`src/rtl/sio_fifo_pkg.sv`:
```
package sio_fifo_pkg;

    parameter int DATA_W     = 8;
    parameter int STAT_W     = 3;
    parameter int CMD_W      = 2;
    parameter int FIFO_DEPTH = 4;

    localparam int ADDR_W        = CMD_W + 1;
    localparam int ST_RXEMPTY    = 3;
    localparam int ST_TXFULL     = 4;
    localparam int ST_OVERRUN    = 7;
    localparam int OVR_CLEAR_BIT = 7;

    typedef struct packed {
        logic [STAT_W-1:0] stat;
        logic [DATA_W-1:0] data;
    } rx_entry_t;

    typedef struct packed {
        logic [CMD_W-1:0]  cmd;
        logic [DATA_W-1:0] data;
    } tx_entry_t;

    typedef enum logic [1:0] {
        BUS_IDLE,
        BUS_WAIT,
        BUS_DONE
    } bus_state_e;

    typedef enum logic [1:0] {
        ACC_RX_DATA,
        ACC_TX_DATA,
        ACC_STAT_RD,
        ACC_STAT_WR
    } acc_kind_e;

    function automatic acc_kind_e decode_access(input logic is_read, input logic sel_stat);
        if (is_read) return sel_stat ? ACC_STAT_RD : ACC_RX_DATA;
        else         return sel_stat ? ACC_STAT_WR : ACC_TX_DATA;
    endfunction

    function automatic logic [DATA_W-1:0] pack_status(
        input logic [STAT_W-1:0] head_stat,
        input logic              rx_empty,
        input logic              tx_full,
        input logic              overrun
    );
        logic [DATA_W-1:0] r;
        r = '0;
        if (!rx_empty) r[STAT_W-1:0] = head_stat;
        r[ST_RXEMPTY] = rx_empty;
        r[ST_TXFULL]  = tx_full;
        r[ST_OVERRUN] = overrun;
        return r;
    endfunction

endpackage

```
`src/rtl/sio_fifo.sv`:
```
module sio_fifo #(
    parameter int W     = 8,
    parameter int DEPTH = 4
) (
    input  logic         clk,
    input  logic         rst,
    input  logic         push,
    input  logic [W-1:0] din,
    input  logic         pop,
    output logic [W-1:0] head,
    output logic         empty,
    output logic         full
);
    localparam int PW = (DEPTH > 1) ? $clog2(DEPTH) : 1;
    localparam int CW = $clog2(DEPTH + 1);

    logic [W-1:0]  mem [DEPTH];
    logic [PW-1:0] wptr, rptr;
    logic [CW-1:0] cnt;
    logic          pop_ok, push_ok;

    function automatic logic [PW-1:0] step(input logic [PW-1:0] p);
        return (p == PW'(DEPTH - 1)) ? '0 : p + 1'b1;
    endfunction

    assign empty   = (cnt == '0);
    assign full    = (cnt == CW'(DEPTH));
    assign pop_ok  = pop & ~empty;
    assign push_ok = push & (~full | pop_ok);
    assign head    = mem[rptr];

    always_ff @(posedge clk) begin
        if (push_ok) mem[wptr] <= din;
    end

    always_ff @(posedge clk) begin
        if (rst) begin
            wptr <= '0;
            rptr <= '0;
            cnt  <= '0;
        end else begin
            if (push_ok) wptr <= step(wptr);
            if (pop_ok)  rptr <= step(rptr);
            case ({push_ok, pop_ok})
                2'b10:   cnt <= cnt + 1'b1;
                2'b01:   cnt <= cnt - 1'b1;
                default: cnt <= cnt;
            endcase
        end
    end
endmodule

```
`src/rtl/sio_bus_ctrl.sv`:
```
module sio_bus_ctrl
    import sio_fifo_pkg::*;
(
    input  logic      clk,
    input  logic      rst,
    input  logic      cs_n,
    input  logic      rd_n,
    input  logic      wr_n,
    input  logic      sel_stat,
    input  logic      rx_empty,
    input  logic      tx_full,
    output logic      go,
    output acc_kind_e kind,
    output logic      rdy_n
);
    bus_state_e state, nxt;
    logic       rd_cyc, wr_cyc, active, blocked;

    assign rd_cyc  = ~cs_n & ~rd_n;
    assign wr_cyc  = ~cs_n & ~wr_n;
    assign active  = rd_cyc | wr_cyc;
    assign kind    = decode_access(rd_cyc, sel_stat);
    assign blocked = ((kind == ACC_RX_DATA) && rx_empty) ||
                     ((kind == ACC_TX_DATA) && tx_full);

    always_comb begin
        nxt = state;
        go  = 1'b0;
        case (state)
            BUS_IDLE, BUS_WAIT: begin
                if (!active) begin
                    nxt = BUS_IDLE;
                end else if (!blocked) begin
                    go  = 1'b1;
                    nxt = BUS_DONE;
                end else begin
                    nxt = BUS_WAIT;
                end
            end
            BUS_DONE: if (!active) nxt = BUS_IDLE;
            default:  nxt = BUS_IDLE;
        endcase
    end

    always_ff @(posedge clk) begin
        if (rst) state <= BUS_IDLE;
        else     state <= nxt;
    end

    assign rdy_n = (state != BUS_DONE);
endmodule

```
`src/rtl/sio_fifo_port.sv`:
```
module sio_fifo_port
    import sio_fifo_pkg::*;
#(
    parameter int DEPTH = FIFO_DEPTH
) (
    input  logic              clk,
    input  logic              rst,
    input  logic              cs_n,
    input  logic              rd_n,
    input  logic              wr_n,
    input  logic [ADDR_W-1:0] addr,
    input  logic [DATA_W-1:0] wdata,
    output logic [DATA_W-1:0] rdata,
    output logic              rdy_n,
    output logic              stop_remote,
    input  logic              rx_push,
    input  logic [DATA_W-1:0] rx_data,
    input  logic [STAT_W-1:0] rx_stat,
    input  logic              tx_pop,
    output logic              tx_valid,
    output logic [DATA_W-1:0] tx_data,
    output logic [CMD_W-1:0]  tx_cmd
);
    localparam int RXW = $bits(rx_entry_t);
    localparam int TXW = $bits(tx_entry_t);

    rx_entry_t   rx_in, rx_head;
    tx_entry_t   tx_in, tx_head;
    logic        rx_empty, rx_full, tx_empty, tx_full;
    logic        go, rx_pop, tx_push;
    acc_kind_e   kind;
    logic        ovr_q, ovr_set, ovr_clr;
    logic [DATA_W-1:0] rdata_q;

    sio_bus_ctrl u_bus (
        .clk      (clk),
        .rst      (rst),
        .cs_n     (cs_n),
        .rd_n     (rd_n),
        .wr_n     (wr_n),
        .sel_stat (addr[ADDR_W-1]),
        .rx_empty (rx_empty),
        .tx_full  (tx_full),
        .go       (go),
        .kind     (kind),
        .rdy_n    (rdy_n)
    );

    assign rx_in   = '{stat: rx_stat, data: rx_data};
    assign rx_pop  = go && (kind == ACC_RX_DATA);

    sio_fifo #(.W(RXW), .DEPTH(DEPTH)) u_rxq (
        .clk   (clk),
        .rst   (rst),
        .push  (rx_push),
        .din   (rx_in),
        .pop   (rx_pop),
        .head  (rx_head),
        .empty (rx_empty),
        .full  (rx_full)
    );

    assign tx_in   = '{cmd: addr[CMD_W-1:0], data: wdata};
    assign tx_push = go && (kind == ACC_TX_DATA);

    sio_fifo #(.W(TXW), .DEPTH(DEPTH)) u_txq (
        .clk   (clk),
        .rst   (rst),
        .push  (tx_push),
        .din   (tx_in),
        .pop   (tx_pop),
        .head  (tx_head),
        .empty (tx_empty),
        .full  (tx_full)
    );

    assign ovr_set = rx_push & rx_full & ~rx_pop;
    assign ovr_clr = go && (kind == ACC_STAT_WR) && wdata[OVR_CLEAR_BIT];

    always_ff @(posedge clk) begin
        if (rst)          ovr_q <= 1'b0;
        else if (ovr_set) ovr_q <= 1'b1;
        else if (ovr_clr) ovr_q <= 1'b0;
    end

    always_ff @(posedge clk) begin
        if (rst) begin
            rdata_q <= '0;
        end else if (go) begin
            if (kind == ACC_RX_DATA)
                rdata_q <= rx_head.data;
            else if (kind == ACC_STAT_RD)
                rdata_q <= pack_status(rx_head.stat, rx_empty, tx_full, ovr_q);
        end
    end

    assign rdata       = rdata_q;
    assign stop_remote = rx_full;
    assign tx_valid    = ~tx_empty;
    assign tx_data     = tx_head.data;
    assign tx_cmd      = tx_head.cmd;
endmodule

```
`config.mk`:
```
export PLATFORM = sky130hd
export DESIGN_NAME = sio_fifo_port
export DESIGN_NICKNAME = d
export VERILOG_FILES = /design/src/rtl/sio_fifo_pkg.sv /design/src/rtl/sio_fifo.sv /design/src/rtl/sio_bus_ctrl.sv /design/src/rtl/sio_fifo_port.sv
export SDC_FILE = /design/constraint.sdc
export NUM_CORES = 1
export LEC_CHECK = 0
export ABC_AREA = 1
export BUFFER_PORTS_ARGS = -buffer_cell sky130_fd_sc_hd__buf_2
export CAP_MARGIN = 30
export CORE_ASPECT_RATIO = 1.75
export CORE_MARGIN = 3
export CORE_UTILIZATION = 40
export CTS_CLUSTER_DIAMETER = 150
export DETAILED_ROUTE_END_ITERATION = 6
export PLACE_DENSITY = 0.68
export SETUP_SLACK_MARGIN = 0.5
export SYNTH_ARGS = -nofsm -noshare
export SYNTH_HDL_FRONTEND = slang
export SYNTH_HIERARCHICAL = 1
export SYNTH_SLANG_ARGS = --single-unit
export TNS_END_PERCENT = 30
```
`constraint.sdc`:
```
create_clock -name clk -period 2.3 [get_ports clk]
set_input_delay 0.46 -clock clk [delete_from_list [all_inputs] [get_ports clk]]
set_output_delay 0.46 -clock clk [all_outputs]
set_load 0.1 [all_outputs]
```
* Yosys cells after proc, flatten, opt, wreduce, memory -nomap -nowiden
Memory sizes are Yosys's and may differ from the RTL's. A register that Yosys moved wholly into a read port is not among the register bits.
Index checks and enable logic that the tools add are counted.
** Word-level totals
- Register bits after elaboration :: 25
- Bits in writable memories :: 84
- Input port bits :: 29
- Word-level logic and storage cells :: 101
- Memories :: 2
** Operators by class
- $add $sub $neg :: 8
- Equality and inequality tests :: 17
- Muxes and demuxes :: 29
- Bitwise logic cells :: 19
- Reductions and logical operators :: 17
** Memory list
- u_rxq.mem :: words 4, width 11, read ports 1, clocked after memory_dff 1, write ports 1, line sio_fifo.sv:17 : logic [W-1:0] mem [DEPTH];
- u_txq.mem :: words 4, width 10, read ports 1, clocked after memory_dff 1, write ports 1, line sio_fifo.sv:17
** Operators with widths (number)
- 2-to-1 mux 2 bit :: 14
- == test 2 bit, second input constant :: 9
- 2-to-1 mux 8 bit :: 2
- one-hot mux 3 bit (2 select lines) :: 2
- 2-to-1 mux 1 bit :: 9
- adder 2 x 1 -> 2 bit, second input constant :: 4
- bitwise AND 1 bit :: 8
- == test 2 x 1 -> 1 bit, second input constant :: 4
- NOT 1 bit :: 8
- nonzero test 2 bit :: 4
- adder 3 x 1 -> 3 bit, second input constant :: 2
- == test 3 bit, second input constant :: 2
- logical AND 1 bit :: 6
- logical NOT 3 bit :: 2
- subtractor 3 x 1 -> 3 bit, second input constant :: 2
- logical NOT 2 bit :: 2
- inequality test 2 bit, second input constant :: 2
- one-hot mux 2 bit (2 select lines) :: 1
- 2-to-1 mux 3 bit :: 1
- bitwise OR 1 bit :: 3
- AND reduction 2 bit :: 1
- OR reduction 2 bit :: 1
- logical OR 1 bit :: 1

* Logic depth before layout (Yosys ltp)
Gate-level depths: netlist (run 1).
- Word-level depth :: 15
- Gate-level depth with buffers :: 16
- Depth with buffers taken out :: 16

* Hierarchy
The synthesis (run 1) kept the hierarchy.
** Modules (own cells, without submodules)
- sio_fifo at u_rxq :: instances 1, cells each 174, area each 2169.6 um2, seq. area each 1501.4 um2
- sio_fifo at u_txq :: instances 1, cells each 164, area each 2016.9 um2, seq. area each 1381.3 um2
- sio_fifo_port :: instances 1, cells each 83, area each 483.0 um2, seq. area each 180.2 um2
- sio_bus_ctrl :: instances 1, cells each 21, area each 136.4 um2, seq. area each 40.0 um2

* Least setup slack after synthesis (run 1)
No wires, ideal clock.
- Path kind :: flip-flop to output port
- From :: register (tool-made name)
- To :: output tx_cmd[0]
- Arrival time :: 2.165 ns
- Data required time :: 1.840 ns
- Path slack :: -0.325 ns
- Cell stages (with the launch flop) :: 4
- Path through :: dfxtp_1 clkbuf_1 nor2_1 o22ai_1
** RTL lines
- end: declaration :: line sio_fifo_port.sv:22 : output logic [CMD_W-1:0] tx_cmd

* Worst setup path after layout (run 1)
- From :: register u_txq.cnt[1]
- To :: register u_rxq.cnt[2]
** On the way
- Longest elaborated chain between the ends :: 12
** Ends and longest elaborated chain
- start: declaration :: line sio_fifo.sv:19 : logic [CW-1:0] cnt;
- start signal: assignment :: line sio_fifo.sv:45 : 2'b10: cnt <= cnt + 1'b1;
- start signal: assignment :: line sio_fifo.sv:46 : 2'b01: cnt <= cnt - 1'b1;
- start signal: assignment :: line sio_fifo.sv:47 : default: cnt <= cnt;
- == test 3 bit (*) :: line sio_fifo.sv:27 : assign full = (cnt == CW'(DEPTH));
- net tx_full :: line sio_fifo_port.sv:29 : logic rx_empty, rx_full, tx_empty, tx_full;
- logical AND 1 bit (*) :: line sio_bus_ctrl.sv:24 : ((kind == ACC_TX_DATA) && tx_full);
- logical OR 1 bit (*) :: line sio_bus_ctrl.sv:23 : assign blocked = ((kind == ACC_RX_DATA) && rx_empty) ||
- 2-to-1 mux 1 bit (*) :: line sio_bus_ctrl.sv:33 : end else if (!blocked) begin
- 2-to-1 mux 1 bit (*) :: line sio_bus_ctrl.sv:31 : if (!active) begin
- 2-to-1 mux 1 bit (*) :: line sio_bus_ctrl.sv:29 : case (state)
- net go :: line sio_fifo_port.sv:30 : logic go, rx_pop, tx_push;
- logical AND 1 bit (*) :: line sio_fifo_port.sv:50 : assign rx_pop = go && (kind == ACC_RX_DATA);
- net rx_pop :: line sio_fifo_port.sv:30
- bitwise AND 1 bit (*) :: line sio_fifo.sv:28 : assign pop_ok = pop & ~empty;
- bitwise OR 1 bit :: line sio_fifo.sv:29 : assign push_ok = push & (~full | pop_ok);
- bitwise AND 1 bit :: line sio_fifo.sv:29
- == test 2 x 1 -> 1 bit or == test 2 bit (tied branches) :: line sio_fifo.sv:44 : case ({push_ok, pop_ok})
- one-hot mux 3 bit (2 select lines) or nonzero test 2 bit (tied branches)
- end signal: assignment :: line sio_fifo.sv:45
- end signal: assignment :: line sio_fifo.sv:46
- end signal: assignment :: line sio_fifo.sv:47
- end: declaration :: line sio_fifo.sv:19
Mark *: on every way through the listed nets, which the timed path passes. The rest lies on a longest branch.
A chain may end at the register's enable or synchronous reset.

==> out/metrics.yaml, run 1 <==
run_status:
  status: "completed"
setup_path:
  rr_endpoint: "u_rxq/cnt[2]"
  path_max_fanout: 3
  cp.required_ns: 2.58
  cpPeakStageDelay_ns: 0.37
  crit_buf_inv: 3
  cp_top_family: "simple AND/OR/NAND/NOR gates"
  crit_path_end_kind: "flip-flop"
  path_class: "flip-flop to flip-flop"
  worstPathCellList: "nor2_4 -> nand2_4 -> inv_4 -> nand3_4 -> nand3_4 -> inv_4 -> nand2_4 -> nor2_4 -> nand3_4 -> fa_2 -> inv_2 -> nand4_1 -> a21oi_1 -> nor2_1"
  critical-path-slowest-cell: "fa_2"
  rrSetupSlack_ns: 0.27
  cp.arrival_ns: 2.31
  reg2reg_depth: 14
  rr_startpoint: "u_txq/cnt[1]"
  startpoint_type: "flip-flop"
  cpMostUsedCell: "nand3_4"
clock_tree:
  clk_latency_ns: 0.40
  cts_made_buffers: 17
  numClockSinks: 113
  cts_tree: "done"
  htreeDepth: 4
  path_clk_slew_ns: 0.05
  clockRootBuffer: "clkbuf_16"
  cts_max_path_buffers: 2
logic_synthesis:
  synth_compound_area_frac: 0.116
  synth_top_family_by_area: "simple AND/OR/NAND/NOR gates"
  synth_nets: 483
  synthFlopType: "edfxtp_1"
  yosys-top-cells-area: "edfxtp_1 (52%), dfxtp_1 (12%), nor2_1 (5.6%), o21ai_0 (4.4%), inv_1 (3.8%)"
  yosysTopAreaCell: "edfxtp_1"
  synthMuxAreaShare: 0
  avgSynthCellArea_um2: 10.9
  yosys_register_bits: 113
  synth_fa_ha_area_frac: 0.0344
  synth_xor_area_frac: 0
  synth_edf_count: 84
  synthesis.area_um2: 4810
  synth_cell_type_count: 29
  yosys.area_share.simple: 0.143
  async_flop_share: 0
  yosysTopAreaCellShare: 0.525
  synthCells: 442
  synth-seq-area-share: 0.646
  synth_warnings: 6
flow_run:
  maxCapViolCount: 0
floorplanning:
  core_um2: 11600
  die_w_um: 88.9
  core.rowCount: 52
  ios: 50
  initial_core_util: 0.413
  dieArea_um2: 13400
  die_h_um: 151
timing:
  fin_crit_sh: 0.884
  drv_slew: 0
  setup-tns-final_ns: 0
  setup_viol_count_final: 0
  fin_skew_ns: 0.0119
  slew-limit-headroom: 0.667
  tightestPinTransition_ns: 0.503
  period_needed_ns: 2.03
  final-hold-violation-count: 0
  fin_hold_ws_ns: 0.270
  rsz0062_at_grt: "true"
  max_freq_ghz: 0.492
finish:
  fillers: 877
  syn_to_final_growth_pct: 43.2
  diodes: 0
  drive_above_1_share: 0.411
  final_net_count: 585
grt:
  grt_pass1_wl_mm: 17.9
  grt_antenna_before_repair: 0
  grt_max_degree: 23
  track_usage: 0.180
  grt_pass1_vias: 3933
  grt-ovfl-total: 0
detailed_routing:
  wl_mm: 11.7
  drtIter0Drc: 186
  vias: 3591
  antenna_left: 0
  detail_route.wl_per_cell_um: 16.8
  drt_first_pass_iters: 4
  via_per_inst: 5.19
  route.detailed.drc: 0
pwr:
  power.leakage_uw: 0.00271
  finalPower_uw: 8360
  p_per_area_nw_per_um2: 1220
  ir_drop_mv: 0.650
hold_path:
  hold_path_class: "input pin to flip-flop"
  hold_end: "u_txq/mem[3][4]"
  hp-start: "wdata[4]"
  hold_depth: 1
placement:
  placement.io_buffers: 49
  finalWeightedCongestion: 0.812
  detailed_place_hpwl_mm: 7.25
-- cells by family after synthesis --
kind of cell | Yosys count
flip-flops | 113
buffers and inverters | 73
adder cells (fa/ha/maj) | 12
AO/OA/AOI/OAI | 97
AND/OR/NAND/NOR | 147
-- power by group --
part / internal (uW) / total (uW) / leakage, uW / switching (uW)
combinational: 1210 / 3280 / 0.00142 / 2070
clock: 1790 / 2640 / 0.000285 / 848
sequential: 2340 / 2450 / 0.00100 / 113
total: 5330 / 8360 / 0.00271 / 3030
-- how the worst max path moves through the flow --
| stage | start | endpoint | cells after the start | slack (ns) |
|---|---|---|---|---|
| 6_report | u_txq/cnt[1] | u_rxq/cnt[2] | 14 | 0.27 |
| 5_1_grt | u_rxq/cnt[1] | u_txq/cnt[2] | 16 | 0.21 |
| 4_1_cts | u_txq/cnt[0] | u_txq/cnt[2] | 16 | 0.33 |
| 3_5_place_dp | rd_n | u_rxq/cnt[2] | 14 | 0.005 |
| 3_3_place_gp | rd_n | u_rxq/cnt[2] | 14 | 0.10 |
| 2_1_floorplan | wr_n | u_rxq/cnt[1] | 11 | 0.27 |
-- timing repair --
item	4_1_cts	5_1_grt
gates cloned	2	0
setup endpoints to repair	101	108
setup buffers	23	6
hold buffers	0	0
resized for setup	113	24
pin swaps	14	17
-- layout make-up --
cell class | instances | area, um2 | area share
Clock buffer | 19 | 433 | 0.0629
Clock inverter | 13 | 168 | 0.0244
Timing Repair Buffer | 97 | 943 | 0.137
Tap cell | 135 | 169 | 0.0245
Sequential cell | 113 | 3120 | 0.453
Inverter | 59 | 244 | 0.0355
Multi-Input combinational cell | 256 | 1810 | 0.263
-- flip-flops by register name, indices dropped and copies added, names as in the netlist, 3 cells and up, named ones only --
name and flops:
u_rxq/cnt 3, u_txq/cnt 3, u_txq/mem 40, u_rxq/mem 44
rdata 8
-- metal layers --
metal  wire [um]  GRT usage  vias up
li1            -          -     1712
met1        3960      0.158     1749
met2        6880      0.349      101
met3         450     0.0463       29
met4         367     0.0998        0
met5           0          0        -
-- metrics by stage --
step                      setup slack (ns)  utilization  cells  area, um2
final                                0.267        0.591    692       6880
after global routing                 0.205        0.591    692       6880
after CTS                            0.326        0.580    686       6750
after detailed placement           0.00499        0.482    629       5610
after global placement               0.100        0.482    629       5610
after floorplan                      0.271            -    442       5040
-- cells in the final DEF (no fill, tap or decap), types with 8 or more instances in the layout --
| cell type | instances |
|---|---|
| buf_12 | 19 |
| nor2_2 | 15 |
| dfxtp_1 | 22 |
| nand2_1 | 35 |
| o22ai_1 | 11 |
| edfxtp_1 | 84 |
| clkbuf_16 | 17 |
| inv_2 | 10 |
| inv_1 | 41 |
| buf_4 | 31 |
| nand2_4 | 9 |
| o21ai_2 | 13 |
| a21oi_1 | 15 |
| nor2_4 | 8 |
| buf_6 | 8 |
| buf_2 | 37 |
| ha_1 | 10 |
| nor2_1 | 52 |
| o21ai_0 | 21 |
| o22ai_4 | 10 |
| o21ai_1 | 18 |
-- Yosys cell counts, types with 5 or more instances --
| cell | instances |
|---|---|
| nand4_1 | 5 |
| inv_1 | 49 |
| nand2_2 | 7 |
| ha_1 | 10 |
| clkbuf_1 | 7 |
| nand2_4 | 6 |
| nand3_2 | 5 |
| inv_2 | 10 |
| a21oi_1 | 15 |
| o21ai_0 | 42 |
| nand3_1 | 7 |
| dfxtp_1 | 29 |
| edfxtp_1 | 84 |
| nor2_1 | 72 |
| o22ai_1 | 21 |
| nand2_1 | 41 |
| o21ai_1 | 7 |
-- worst register-to-register path: stages, from the launching register on --
cell	delay, ns
dfxtp_2	0.35
nor2_4	0.05
nand2_4	0.06
inv_4	0.05
nand3_4	0.09
nand3_4	0.11
inv_4	0.10
nand2_4	0.06
nor2_4	0.15
nand3_4	0.10
fa_2	0.37
inv_2	0.06
nand4_1	0.11
a21oi_1	0.19
nor2_1	0.06
Power figures use the tool's default switching activity.
==> run 2, diff against run 1 <==
--- a/config.mk
+++ b/config.mk
@@ -10,10 +10,11 @@
 export CAP_MARGIN = 30
 export CORE_ASPECT_RATIO = 1.75
 export CORE_MARGIN = 3
-export CORE_UTILIZATION = 40
+export CORE_UTILIZATION = 50
+export CTS_BUF_LIST = sky130_fd_sc_hd__clkbuf_4 sky130_fd_sc_hd__clkbuf_8 sky130_fd_sc_hd__clkbuf_16
 export CTS_CLUSTER_DIAMETER = 150
 export DETAILED_ROUTE_END_ITERATION = 6
-export PLACE_DENSITY = 0.68
+export PLACE_DENSITY = 0.8
 export SETUP_SLACK_MARGIN = 0.5
 export SYNTH_ARGS = -nofsm -noshare
 export SYNTH_HDL_FRONTEND = slang
==> out/metrics.yaml, run 2 (synthesis results as in run 1) <==
detailed_routing:
  via_per_inst: 5.38  # +3.8%
  detail_route.wl_per_cell_um: 18.2  # +8.3%
  drtIter0Drc: 186  # unchanged
  vias: 3688  # +2.7%
  route.detailed.drc: 0  # unchanged
  drt_first_pass_iters: 5  # +1
  wl_mm: 12.5  # +7.2%
  antenna_left: 0  # unchanged
timing:
  slew-limit-headroom: 0.664  # -0.00291
  rsz0062_at_grt: "true"
  max_freq_ghz: 0.482  # -2.1%
  period_needed_ns: 2.08  # +0.0432 ns
  fin_crit_sh: 0.903  # +0.0188
  tightestPinTransition_ns: 0.507  # +0.00439 ns
  fin_skew_ns: 0.00721  # -0.00471 ns
  drv_slew: 0  # unchanged
  setup_viol_count_final: 0  # unchanged
  final-hold-violation-count: 0  # unchanged
  setup-tns-final_ns: 0  # unchanged
  layout_setup_ws_ns: 0.224  # -0.0432 ns
clock_tree:
  cts_max_path_buffers: 2  # unchanged
  clockRootBuffer: "clkbuf_16"
  clk_latency_ns: 0.40  # about the same
  htreeDepth: 4  # unchanged
  path_clk_slew_ns: 0.05  # about the same
  numClockSinks: 113  # unchanged
  ctsHoldBuffers: 0  # unchanged
  cts_tree: "done"
  cts_made_buffers: 17  # unchanged
finish:
  final_common_cell: "edfxtp_1"
  final_cell_mix: "edfxtp_1 (84), nor2_1 (52), buf_4 (43)"
  largest_register_ffs: 44  # unchanged
  drive_above_1_share: 0.418  # +0.00657
  top_register: "u_rxq/mem"
  multiInputGateArea_um2: 1790  # -0.90%
  seqCellArea_um2: 3120  # about the same
  diodes: 0  # unchanged
  instances_no_fill: 685  # -1.0%
  final_net_count: 593  # +1.4%
  fillers: 577  # -34%
  syn_to_final_growth_pct: 42.2
pwr:
  ir_drop_mv: 0.955  # +47%
  power.leakage_uw: 0.00272  # about the same
  p_per_area_nw_per_um2: 1240  # +1.8%
floorplanning:
  ios: 50  # unchanged
  core_um2: 9210  # -21%
  die_h_um: 136  # -10%
  die_w_um: 80.1  # -9.8%
  initial_core_util: 0.522  # +0.109
  core.rowCount: 46  # -12%
  dieArea_um2: 10900  # -19%
setup_path:
  cp.arrival_ns: 1.62  # -0.69 ns
  path_max_fanout: 5  # +2
  cp.required_ns: 1.84  # -0.74 ns
  path_class: "flip-flop to output port"
  startpoint_type: "flip-flop"
  crit_path_end_kind: "output port"
grt:
  grt_antenna_before_repair: 0  # unchanged
  grt_max_degree: 23  # unchanged
  track_usage: 0.237  # +0.0576
  grt_pass1_wl_mm: 19.0  # +6.2%
  grt_pass1_vias: 3972  # +0.99%
  grt-ovfl-total: 0  # unchanged
flow_run:
  maxCapViolCount: 0  # unchanged
placement:
  finalWeightedCongestion: 0.804  # -0.96%
  detailed_place_hpwl_mm: 7.11  # -1.9%
  placement.io_buffers: 49  # unchanged
  dp_cells: 610  # -3.0%
  dp_slack_ns: 0.00297  # -0.00202 ns
hold_path:
  hold_path_class: "input pin to flip-flop"
run_status:
  status: "completed"
==> run 2: metal layers <==
metal  wire length, um  up-vias  global-route usage  part of all wire
li1                  -     1729                   -                 -
met1              3970     1805               0.213              0.32
met2              7480      122               0.458              0.60
met3               565       32              0.0646             0.045
met4               480        0               0.125             0.038
met5                 0        -                   0                 0
==> run 2: final timing paths <==
path / from / endpoint / slack (ns) / depth (start not counted)
worst max-delay path: flip-flop / tx_data[1] / 0.22 / 4
worst max register to register: u_txq/cnt[1] / u_rxq/cnt[2] / 0.28 / 14
worst min-delay path: rx_data[5] / u_rxq/mem[1][5] / 0.27 / 1
worst min register to register: rdata[6] / rdata[6] / 0.50 / 2
==> run 2: power by group <==
part | total [uW] | internal (uW) | switching, uW
clock network | 2640 | 1790 | 849
registers | 2470 | 2340 | 126
logic | 3340 | 1230 | 2110
total | 8450 | 5360 | 3090
==> run 2: critical path, cell delays in order (launching register included) <==
cell        delay [ns]
dfxtp_4           0.42
clkinvlp_4        0.25
o21ai_2           0.25
o22ai_4           0.10
buf_12            0.18
==> run 2: area by class of cell <==
cell class                 instances  area share
multi-input combinational        256       0.262
clock inverter                    14      0.0249
timing repair inverter             3     0.00330
sequential                       113       0.457
tap                              120      0.0220
timing repair buffer             102       0.133
inverter                          59      0.0342
clock buffer                      18      0.0634
==> run 2: timing repair <==
action | CTS | global route
pin swaps | 18 | 10
setup buffers | 27 | 12
cloned | 4 | 0
gates resized for setup | 105 | 26
endpoints found under the setup margin | 101 | 107
==> run 2: through the flow <==
step / total power (uW) / util / hold slack, ns / instance area [um2]
final: 8450 / 0.742 / 0.267 / 6830
after global routing: 8740 / 0.742 / 0.251 / 6830
after CTS: 8160 / 0.721 / 0.255 / 6640
after floorplan: 4370 / - / 0.444 / 5040
after detailed placement: 4760 / 0.594 / 0.484 / 5470
after global placement: 4670 / 0.594 / 0.472 / 5470
==> run 3, diff against run 2 <==
--- a/config.mk
+++ b/config.mk
@@ -14,7 +14,9 @@
 export CTS_BUF_LIST = sky130_fd_sc_hd__clkbuf_4 sky130_fd_sc_hd__clkbuf_8 sky130_fd_sc_hd__clkbuf_16
 export CTS_CLUSTER_DIAMETER = 150
 export DETAILED_ROUTE_END_ITERATION = 6
+export MAX_ROUTING_LAYER = met4
 export PLACE_DENSITY = 0.8
+export RECOVER_POWER = 25
 export SETUP_SLACK_MARGIN = 0.5
 export SYNTH_ARGS = -nofsm -noshare
 export SYNTH_HDL_FRONTEND = slang
==> out/metrics.yaml, run 3 (synthesis results as in run 1) <==
clock_tree:
  cts_max_path_buffers: 2  # unchanged
  clockRootBuffer: "clkbuf_16"
  cts_tree: "done"
  ctsHoldBuffers: 0  # unchanged
  clk_latency_ns: 0.40  # about the same
  path_clk_slew_ns: 0.05  # about the same
  htreeDepth: 4  # unchanged
  cts_made_buffers: 17  # unchanged
  numClockSinks: 113  # unchanged
finish:
  final_cell_mix: "edfxtp_1 (84), nor2_1 (52), buf_4 (43)"
  fillers: 585  # +1.4%
  diodes: 0  # unchanged
  fin_util: 0.740  # -0.00204
  syn_to_final_growth_pct: 41.8
  largest_register_ffs: 44  # unchanged
  instances_no_fill: 685  # unchanged
  top_register: "u_rxq/mem"
  final_net_count: 593  # unchanged
  final_common_cell: "edfxtp_1"
  drive_above_1_share: 0.391  # -0.0265
timing:
  fin_crit_sh: 0.905  # +0.00239
  tightestPinTransition_ns: 0.513  # +0.00605 ns
  slew-limit-headroom: 0.660  # -0.00401
  max_freq_ghz: 0.480  # -0.26%
  fin_skew_ns: 0.00604  # -0.00116 ns
  rsz0062_at_grt: "true"
  drv_slew: 0  # unchanged
  final-hold-violation-count: 0  # unchanged
  period_needed_ns: 2.08  # +0.00549 ns
  setup-tns-final_ns: 0  # unchanged
  setup_viol_count_final: 0  # unchanged
  layout_setup_ws_ns: 0.219  # -0.00549 ns
grt:
  grt_antenna_before_repair: 0  # unchanged
  grt_pass1_wl_mm: 19.0  # about the same
  grt-ovfl-total: 0  # unchanged
  grt_max_degree: 23  # unchanged
  track_usage: 0.244  # +0.00723
  grt_pass1_vias: 3985  # +0.33%
detailed_routing:
  detail_route.wl_per_cell_um: 18.4  # +0.69%
  drtIter0Drc: 169  # -9.1%
  route.detailed.drc: 0  # unchanged
  wl_mm: 12.6  # +0.69%
  vias: 3693  # +0.14%
  via_per_inst: 5.39  # +0.14%
  antenna_left: 0  # unchanged
  drt_first_pass_iters: 4  # -1
setup_path:
  cp.required_ns: 1.84  # about the same
  path_class: "flip-flop to output port"
  path_max_fanout: 5  # unchanged
  cp.arrival_ns: 1.62  # about the same
  crit_path_end_kind: "output port"
  startpoint_type: "flip-flop"
floorplanning:
  dieArea_um2: 10900  # unchanged
  core.rowCount: 46  # unchanged
  die_h_um: 136  # unchanged
  core_um2: 9210  # unchanged
  die_w_um: 80.1  # unchanged
  initial_core_util: 0.522  # unchanged
  ios: 50  # unchanged
pwr:
  seqPwrFrac: 0.291  # about the same
  power.leakage_uw: 0.00267  # -1.5%
  p_per_area_nw_per_um2: 1240  # +0.35%
  p_comb_frac: 0.396  # about the same
  power.internal_uw: 5360  # about the same
  ir_drop_mv: 0.954  # -0.14%
  power.share.clock: 0.313  # about the same
  finalPower_uw: 8460  # about the same
  swShare: 0.366  # +0.000769
  switchingPower_uw: 3100  # +0.28%
placement:
  dp_cells: 610  # unchanged
  placement.io_buffers: 49  # unchanged
  dp_slack_ns: 0.00297  # unchanged
  finalWeightedCongestion: 0.816  # +1.4%
  detailed_place_hpwl_mm: 7.11  # unchanged
flow_run:
  maxCapViolCount: 0  # unchanged
hold_path:
  hold_path_class: "input pin to flip-flop"
run_status:
  status: "completed"
## run 3: cell type report
cell class                      instances  area [um2]  share of cell area
Timing Repair Buffer                  102         893               0.131
Sequential cell                       113        3120               0.458
Timing Repair inverter                  3        22.5             0.00331
Tap cell                              120         150              0.0220
Clock buffer                           18         433              0.0635
Inverter                               59         234              0.0343
Multi-Input combinational cell        256        1790               0.263
Clock inverter                         14         170              0.0250
## run 3: critical path, cell delays in order, from the launching register on
cell        delay, ns
dfxtp_4          0.42
clkinvlp_4       0.25
o21ai_2          0.25
o22ai_4          0.10
buf_12           0.18
## run 3: per-layer routing
layer  vias to the layer above  global-route usage  wire length, um
met5                         -                   -                0
met4                         0               0.131              518
met3                        42              0.0639              502
met2                       115               0.459             7480
met1                      1809               0.212             4070
li1                       1727                   -                -
## run 3: power groups by stage
| stage | registers, uW | logic (uW) | clock network (uW) |
|---|---|---|---|
| 2_1_floorplan | 2460 | 1910 | 0 |
| 3_3_place_gp | 2450 | 2230 | 0 |
| 3_5_place_dp | 2450 | 2300 | 0 |
| 4_1_cts | 2460 | 3030 | 2670 |
| 5_1_grt | 2480 | 3480 | 2770 |
| 6_report | 2460 | 3350 | 2650 |
## run 3: per-stage QoR
step	area, um2	hold WS, ns
final	6810	0.275
after global routing	6810	0.277
after CTS	6640	0.255
after detailed placement	5470	0.484
after global placement	5470	0.472
after floorplan	5040	0.444
## run 3: final timing paths
kind	start	endpoint	slack [ns]	cells past startpoint
min	rx_stat[1]	u_rxq/mem[2][9]	0.27	1
min reg2reg	rdata[6]	rdata[6]	0.50	2
max reg2reg	u_txq/cnt[1]	u_txq/cnt[2]	0.26	16
max	flip-flop	tx_data[1]	0.22	4
## run 3: what timing repair did
| action | in CTS | in global routing |
|---|---|---|
| endpoints found under the setup margin | 101 | 107 |
| pin swaps | 18 | 10 |
| resized for setup | 105 | 26 |
| setup buffers | 27 | 12 |
| cloned | 4 | 0 |
| hold endpoints to repair | 0 | 0 |
